--- src/rtl/reqt_pkg.sv ---
package reqt_pkg;
  typedef enum logic {PACE_INT = 1'b0, PACE_EXT = 1'b1} pace_mode_e;
  localparam int unsigned MIN_INTERVAL = 2;
endpackage

--- src/rtl/reqt_sync.sv ---
module reqt_sync #(
  parameter int unsigned STAGES = 2
) (
  input  logic clk,
  input  logic rst_n,
  input  logic d,
  output logic q
);
  logic [STAGES-1:0] sh;

  for (genvar i = 0; i < STAGES; i++) begin : g_stage
    if (i == 0) begin : g_first
      always_ff @(posedge clk) begin
        if (!rst_n) sh[0] <= 1'b0;
        else        sh[0] <= d;
      end
    end else begin : g_next
      always_ff @(posedge clk) begin
        if (!rst_n) sh[i] <= 1'b0;
        else        sh[i] <= sh[i-1];
      end
    end
  end

  assign q = sh[STAGES-1];
endmodule

--- src/rtl/reqt_int_gen.sv ---
module reqt_int_gen
  import reqt_pkg::*;
#(
  parameter int unsigned INT_W = 16
) (
  input  logic             clk,
  input  logic             rst_n,
  input  logic             load,
  input  logic             en,
  input  logic [INT_W-1:0] interval,
  output logic             act
);
  localparam logic [INT_W-1:0] IVAL_MIN = INT_W'(MIN_INTERVAL);

  logic [INT_W-1:0] ival_q;
  logic [INT_W-1:0] cnt_q;

  always_ff @(posedge clk) begin
    if (!rst_n) begin
      ival_q <= IVAL_MIN;
      cnt_q  <= '0;
    end else if (load) begin
      ival_q <= (interval < IVAL_MIN) ? IVAL_MIN : interval;
      cnt_q  <= '0;
    end else if (en) begin
      cnt_q <= (cnt_q == ival_q - INT_W'(1)) ? '0 : cnt_q + INT_W'(1);
    end
  end

  assign act = en && (cnt_q == '0);

  // one active cycle per request unless restarted
  assert_one_cycle_R3: assert property (@(posedge clk) disable iff (!rst_n)
    act && !load |=> !act);

  // captured interval does not follow the input mid-run
  assert_ival_held_R2: assert property (@(posedge clk) disable iff (!rst_n)
    !load |=> $stable(ival_q));
endmodule

--- src/rtl/reqt_ext_qual.sv ---
module reqt_ext_qual #(
  parameter int unsigned MIN_ASSERT = 2,
  parameter int unsigned MIN_IDLE   = 2,
  parameter int unsigned MIN_PERIOD = 5
) (
  input  logic clk,
  input  logic rst_n,
  input  logic clr,
  input  logic en,
  input  logic line,
  output logic ok,
  output logic bad
);
  localparam int unsigned CW = $clog2(MIN_PERIOD + 1);
  localparam logic [CW-1:0] CAP = CW'(MIN_PERIOD);

  logic          a_d, armed;
  logic [CW-1:0] alen_q, ilen_q;
  logic          fall, pass, end_ev;
  logic [CW:0]   sum;

  function automatic logic [CW-1:0] sat_inc(input logic [CW-1:0] v);
    return (v == CAP) ? v : v + CW'(1);
  endfunction

  always_ff @(posedge clk) begin
    if (!rst_n) begin
      a_d    <= 1'b0;
      armed  <= 1'b0;
      alen_q <= '0;
      ilen_q <= CAP;
    end else begin
      a_d <= line;
      if (clr) begin
        armed  <= 1'b0;
        alen_q <= '0;
        ilen_q <= CAP;
      end else if (line) begin
        alen_q <= a_d ? sat_inc(alen_q) : CW'(1);
        if (en && !a_d) armed <= 1'b1;
      end else begin
        ilen_q <= a_d ? CW'(1) : sat_inc(ilen_q);
        if (a_d) armed <= 1'b0;
      end
    end
  end

  assign fall   = a_d && !line;
  assign sum    = {1'b0, alen_q} + {1'b0, ilen_q};
  assign pass   = (alen_q >= CW'(MIN_ASSERT)) && (ilen_q >= CW'(MIN_IDLE)) &&
                  (sum >= (CW+1)'(MIN_PERIOD));
  assign end_ev = en && armed && fall;
  assign ok     = end_ev && pass;
  assign bad    = end_ev && !pass;

  assert_ok_bad_excl_R7: assert property (@(posedge clk) disable iff (!rst_n)
    $onehot0({ok, bad}));

  assert_single_strobe_R5: assert property (@(posedge clk) disable iff (!rst_n)
    ok |=> !ok);
endmodule

--- src/rtl/reqt_pacer.sv ---
module reqt_pacer
  import reqt_pkg::*;
#(
  parameter int unsigned INT_W       = 16,
  parameter int unsigned MIN_ASSERT  = 2,
  parameter int unsigned MIN_IDLE    = 2,
  parameter int unsigned MIN_PERIOD  = 5,
  parameter int unsigned SYNC_STAGES = 2
) (
  input  logic             clk,
  input  logic             rst_n,
  input  logic             ext_mode_i,
  input  logic             req_pol_i,
  input  logic [INT_W-1:0] interval_i,
  input  logic             start_i,
  input  logic             stop_i,
  input  logic             ext_req_i,
  output logic             req_o,
  output logic             stb_o,
  output logic             running_o,
  output logic             err_o
);
  pace_mode_e mode;
  logic running_q, err_q, start_eff;
  logic ext_s, line_act, int_act, ext_ok, ext_bad;

  assign mode      = pace_mode_e'(ext_mode_i);
  assign start_eff = start_i && !stop_i;

  always_ff @(posedge clk) begin
    if (!rst_n)        running_q <= 1'b0;
    else if (stop_i)   running_q <= 1'b0;
    else if (start_i)  running_q <= 1'b1;
  end

  reqt_sync #(.STAGES(SYNC_STAGES)) u_sync (
    .clk(clk), .rst_n(rst_n), .d(ext_req_i), .q(ext_s)
  );

  assign line_act = ext_s ^ req_pol_i;

  reqt_int_gen #(.INT_W(INT_W)) u_int (
    .clk(clk), .rst_n(rst_n), .load(start_eff),
    .en(running_q && (mode == PACE_INT)),
    .interval(interval_i), .act(int_act)
  );

  reqt_ext_qual #(
    .MIN_ASSERT(MIN_ASSERT), .MIN_IDLE(MIN_IDLE), .MIN_PERIOD(MIN_PERIOD)
  ) u_ext (
    .clk(clk), .rst_n(rst_n), .clr(start_eff),
    .en(running_q && (mode == PACE_EXT)),
    .line(line_act), .ok(ext_ok), .bad(ext_bad)
  );

  always_ff @(posedge clk) begin
    if (!rst_n)         err_q <= 1'b0;
    else if (start_eff) err_q <= 1'b0;
    else if (ext_bad)   err_q <= 1'b1;
  end

  assign stb_o     = int_act || ext_ok;
  assign req_o     = int_act ^ req_pol_i;
  assign running_o = running_q;
  assign err_o     = err_q;

  assert_stop_halts_R8: assert property (@(posedge clk) disable iff (!rst_n)
    stop_i |=> !running_q);

  assert_err_sticky_R7: assert property (@(posedge clk) disable iff (!rst_n)
    err_q && !start_eff |=> err_q);

  assert_stb_needs_run_R9: assert property (@(posedge clk) disable iff (!rst_n)
    stb_o |-> running_q);
endmodule

--- config.mk ---
export PLATFORM = sky130hd
export DESIGN_NAME = reqt_pacer
export DESIGN_NICKNAME = d
export VERILOG_FILES = /design/src/rtl/reqt_pkg.sv /design/src/rtl/reqt_sync.sv /design/src/rtl/reqt_int_gen.sv /design/src/rtl/reqt_ext_qual.sv /design/src/rtl/reqt_pacer.sv
export SDC_FILE = /design/constraint.sdc
export NUM_CORES = 1
export LEC_CHECK = 0
export ABC_CLOCK_PERIOD_IN_PS = 5330
export BUFFER_PORTS_ARGS = -buffer_cell sky130_fd_sc_hd__buf_2
export CAP_MARGIN = 20
export CELL_PAD_IN_SITES_DETAIL_PLACEMENT = 0
export CELL_PAD_IN_SITES_GLOBAL_PLACEMENT = 1
export CORE_MARGIN = 8
export CORE_UTILIZATION = 30
export DETAILED_ROUTE_END_ITERATION = 8
export GPL_ROUTABILITY_DRIVEN = 0
export MAX_ROUTING_LAYER = met4
export PLACE_DENSITY = 0.61
export SYNTH_ARGS = -nofsm -noshare
export SYNTH_HDL_FRONTEND = slang
export SYNTH_SLANG_ARGS = --single-unit
--- constraint.sdc ---
create_clock -name clk -period 5.33 [get_ports clk]
set_input_delay 0.533 -clock clk [delete_from_list [all_inputs] [get_ports clk]]
set_output_delay 0.533 -clock clk [all_outputs]
set_load 0.005 [all_outputs]
== Yosys cells after proc, flatten, opt, wreduce, memory -nomap -nowiden ==
Index checks and enable logic that the tools add are counted.
W data, S select, Z words.
Word-level totals
  input bits: 23
  flip-flop bits (word level): 44
  word-level logic and storage cells: 63
  output and inout port bits: 4
Operators by class
  equal/unequal tests: 6
  bitwise operators: 5
  reductions and logical operators: 24
  muxes and demuxes: 9
  add/subtract/negate cells: 5
  order comparisons: 4
Operator list (count)
  $mux W16: 2
  $add A16 B1 Y16 const B: 1
  $eq A16 B16 Y1: 1
  $logic_not A16 Y1: 1
  $lt A16 B2 Y1 const B: 1
  $sub A16 B1 Y16 const B: 1
  $logic_and A1 B1 Y1: 12
  $mux W3: 4
  $add A3 B1 Y3 const B: 2
  $eq A3 B3 Y1 const B: 2
  $ge A3 B2 Y1 const B: 2
  $reduce_and A2 Y1: 3
  $add A3 B3 Y4: 1
  $ge A4 B3 Y1 const B: 1
  $logic_not A1 Y1: 4
  $ne A2 B2 Y1 const B: 2
  $reduce_or A2 Y1: 2
  $mux W1: 3
  $not A1 Y1: 3
  $ne A2 B1 Y1 const B: 1
  $reduce_bool A2 Y1: 1
  $xor A1 B1 Y1: 2
  $logic_or A1 B1 Y1: 1

== Depth between registers and ports, before layout ==
  word-level depth: 6
  gate-level depth with buffers: 10
  gate-level depth less buffers: 9

== By module ==
A second synthesis with hierarchy kept.
Second synthesis, totals
  cells, all modules: 306
  area, all modules: 2692.6 µm²
By module, submodules not included
  reqt_int_gen: times used 1, cells each 224, area an instance 1938.1 µm², sequential area each 640.6 µm²
  reqt_ext_qual: times used 1, cells each 66, area an instance 584.3 µm², sequential area each 160.2 µm²
  reqt_pacer: times used 1, cells each 12, area an instance 117.6 µm², sequential area each 40.0 µm²
  reqt_sync: times used 1, cells each 4, area an instance 52.6 µm², sequential area each 40.0 µm²

== Worst setup path after synthesis ==
OpenSTA, ideal clock, no wires.
  path type: flip-flop to flip-flop
  from: register u_int.ival_q[0]
  to: register u_int.cnt_q[10]
  path slack: 2.968 ns
  arrival: 2.223 ns
  setup time: 0.139 ns
  stages on the path, launching flop included: 11
  path through: dfxtp_1 inv_1 ha_1 nor2b_1 or3_1 a31o_2 nor4_2 nand3_2 nor3_4 buf_6 nor3_2
Between the ends
  word-level cells in the longest chain between the ends: 3
RTL lines
  start, declared: line reqt_int_gen.sv:15  | logic [INT_W-1:0] ival_q;
  start signal, assigned: line reqt_int_gen.sv:23  | ival_q <= (interval < IVAL_MIN) ? IVAL_MIN : interval;
  $sub A16 B1 Y16: line reqt_int_gen.sv:26  | cnt_q <= (cnt_q == ival_q - INT_W'(1)) ? '0 : cnt_q + INT_W'(1);
  $eq A16 B16 Y1: line reqt_int_gen.sv:26
  $mux W16: line reqt_int_gen.sv:26
  end signal, assigned: line reqt_int_gen.sv:26
  end, declared: line reqt_int_gen.sv:16  | logic [INT_W-1:0] cnt_q;
No other way between the ends.
A chain may end at the register's enable or synchronous reset.

== Final worst setup path ==
  from: register u_int.ival_q[0]
  to: register u_int.cnt_q[4]
Same word-level chain as after synthesis.

==> key figures <==
GRT
  • Largest net degree at the start of global routing: 25
  • GRT Overall Usage: 11.5%
  • Antenna violations before repair: 0
  • Vias in the first global route: 2,155
  • Global-route wire length before repair: 10.7 mm
  • Congestion Overflow GR: 0

Clocking
  • Post-CTS Hold Buffers: 0
  • TritonCTS clock tree: yes
  • Worst-Skew Late Latency: 300 ps
  • CTS resizes: 0
  • H-tree depth: 2
  • CTS buffer count: 5
  • Root Driver: clkbuf_8
  • CTS sink count: 44
  • Clock Pin Slew Worst Setup and Hold Paths: 80 ps
  • Setup Buffers After CTS: 0
  • Longest Clk Path Bufs: 2

Floorplan
  • Vert. Die Dim: 110 microns
  • DIE WIDTH: 110 microns
  • Initial core utilization: 30.6%
  • I/O Pins: 27
  • DIE AREA: 12,000 sq um
  • Core area: 8590 sq um
  • FP Rows: 34

Yosys
  • Netlist Area Pre-Place: 2630 sq um
  • Syn avg cell area: 8.86 sq um
  • Post-synth EDFFs: 0
  • Sequential share of the synthesized area: 33.5%
  • Synth Warn #: 0
  • Synth Flop Type: dfxtp_1
  • Cells after Synth: 297
  • Syn nets: 331
  • Seq cells post-synth: 44
  • Post-synthesis async set-or-reset flop share: 0%
  • Netlist cell types: 57

Critical path
  • Critical Path RT: 5490 ps
  • CP Capture Type: flip-flop
  • Worst Path Class, Setup: reg -> reg
  • Slowest-stage cell, CP: nor3_4
  • Kind of cell adding the most delay to the critical path: simple AND/OR/NAND/NOR gates
  • Worst-path maximum fanout: 13
  • CP bufs+invs: 1
  • Worst path cell trace: inv_1 -> ha_1 -> nor2b_1 -> or3_1 -> a31o_2 -> nor4_2 -> nand3_2 -> nor3_4 -> nor3_1
  • CP startpoint kind: flip-flop
  • Crit path arrival time: 3000 ps
  • Critical path's largest stage delay: 620 ps

Timing
  • Slew Viols, Final: 0
  • RSZ-0062 raised after global routing: false
  • Normalized max-slew margin: 38.1%
  • Post-layout min period: 2850 ps
  • Final hold violation count: 0
  • Final setup viols: 0
  • Hold WS: 445 ps
  • Fmax: 351 MHz
  • Fin crit share: 53.4%
  • Worst-Margin Slew: 921 ps
  • Worst Skew: 8.02 ps
  • Post-route setup TNS: 0 ps

Routing
  • WL per Instance: 15.2 microns
  • Antenna-violating nets left: 0
  • Iter 0 DRT Violations: 84
  • WL final: 6.57 mm
  • Via Count: 2,226
  • DRC: 0
  • Vias per Instance: 5.16
  • Drt first pass iters: 4

Pwr
  • Reg power frac: 53.9%
  • Internal: 472 uW
  • Comb power frac: 15.6%
  • Sw Ratio: 27.9%
  • Sw power: 183 uW
  • P per Cell Area: 222 nW/um^2
  • Leak Pwr: 0.00118 uW
  • Clock Power Share: 30.5%
  • Worst vdd ir: 0.0848 mV

Run
  • Max-cap check violation count: 0

Place
  • DPL Wire Length: 5.03 mm
  • Port bufs: 26

Final layout
  • Most common cell after layout, fill and taps aside: dfxtp_1
  • Most frequent cells in the layout: 44 x dfxtp_1, 26 x buf_2, 19 x xor2_1
  • Register area: 881 sq um
  • N_diodes: 0
  • Area of the multi-input gates: 1660 sq um
  • Final net count: 357
  • Share of layout cells above drive strength 1: 18.3%
  • Area grow syn2layout: 12.1%
  • Fill cells: 929

Outcome
  • Run status: complete, no violations

Worst hold path
  • Worst min-delay path category: in -> reg
[layer usage]
layer  share of wire [%]  vias up  global-route usage (%)
met2                  46       40                    17.8
li1                    -     1134                       -
met3                 3.5        8                    2.17
met4                 1.5        0                    4.15
met5                   0        -                       -
met1                  49     1044                    14.6
[registers in the layout, indices dropped and copies added, names as in the netlist]
signal,cells
u_ext.a_d,1
u_sync.q,1
u_sync.sh,1
u_int.cnt_q,16
running_o,1
err_o,1
u_int.ival_q,16
u_ext.ilen_q,3
u_ext.alen_q,3
u_ext.armed,1
[cells in the mapped netlist (all sizes together) (2+ instances only)]
cell    instances  area share, %
inv            12            1.7
ha             10            4.8
nor2b           9            2.1
o311ai          2           0.67
xnor2          15            5.6
nand2          17            2.4
a22o           13            4.4
nand3          10            2.1
o211ai          3           0.86
nor2           16            2.3
buf             3           0.81
and2            4           0.95
o21ai          10            1.9
nor3           26            7.5
and3            6            1.4
or4             4            1.4
clkbuf          6           0.86
or3             3           0.71
nand2b          4           0.95
nand4           7            1.9
nand3b          3           0.86
nor4           11            3.3
dfxtp          44             33
xor2           19            6.3
a21oi          18            3.4
a31oi           2           0.48
[area by class of cell]
type / count / share of cell area [%]
repair buffers: 28 / 4.92
clock buffers: 6 / 2.46
flip-flops and latches: 44 / 29.9
well taps: 108 / 4.58
clock inverters: 1 / 0.170
multi-input cells: 232 / 56.5
inverters: 12 / 1.53
[power by group through the flow]
stage          Sequential, uW  Clock [uW]  Combinational [uW]
2_1_floorplan             355           0                74.1
3_3_place_gp              361           0                 100
3_5_place_dp              361           0                 102
4_1_cts                   353         211                 103
5_1_grt                   355         225                 114
6_report                  353         200                 102
[path summary, 6_finish.rpt]
| check | end | from | slack (ps) | depth (start not counted) |
|---|---|---|---|---|
| setup reg to reg | u_int.cnt_q[4]$_SDFFE_PP0P_ | u_int.ival_q[0]$_SDFFE_PN0P_ | 2480 | 9 |
| hold reg to reg | u_sync.q$_SDFF_PN0_ | u_sync.sh[0]$_SDFF_PN0_ | 450 | 1 |
| hold / removal | u_sync.sh[0]$_SDFF_PN0_ | ext_req_i | 440 | 2 |
| setup / recovery | u_int.cnt_q[4]$_SDFFE_PP0P_ | u_int.ival_q[0]$_SDFFE_PN0P_ | 2480 | 9 |
[metrics by stage]
step	total power (uW)	instances	utilization [%]	setup WS (ps)	area (sq um)
2_1_floorplan	429	297	-	2970	2630
3_3_place_gp	461	423	33.3	2550	2860
3_5_place_dp	462	424	33.4	2520	2870
4_1_cts	666	431	34.3	2490	2950
5_1_grt	694	431	34.3	2230	2950
6_report	655	431	34.3	2480	2950
[logic make-up after synthesis]
kind of cell	synth area share, %
and+or+nand+nor	30.5
AOI/OAI and AO/OA	15.2
DFF	33.5
xor gates and xnor gates	11.9
buffers and inverters	3.38
adders and majority gates	5.52
No activity file was read; power rests on OpenSTA's default activity.
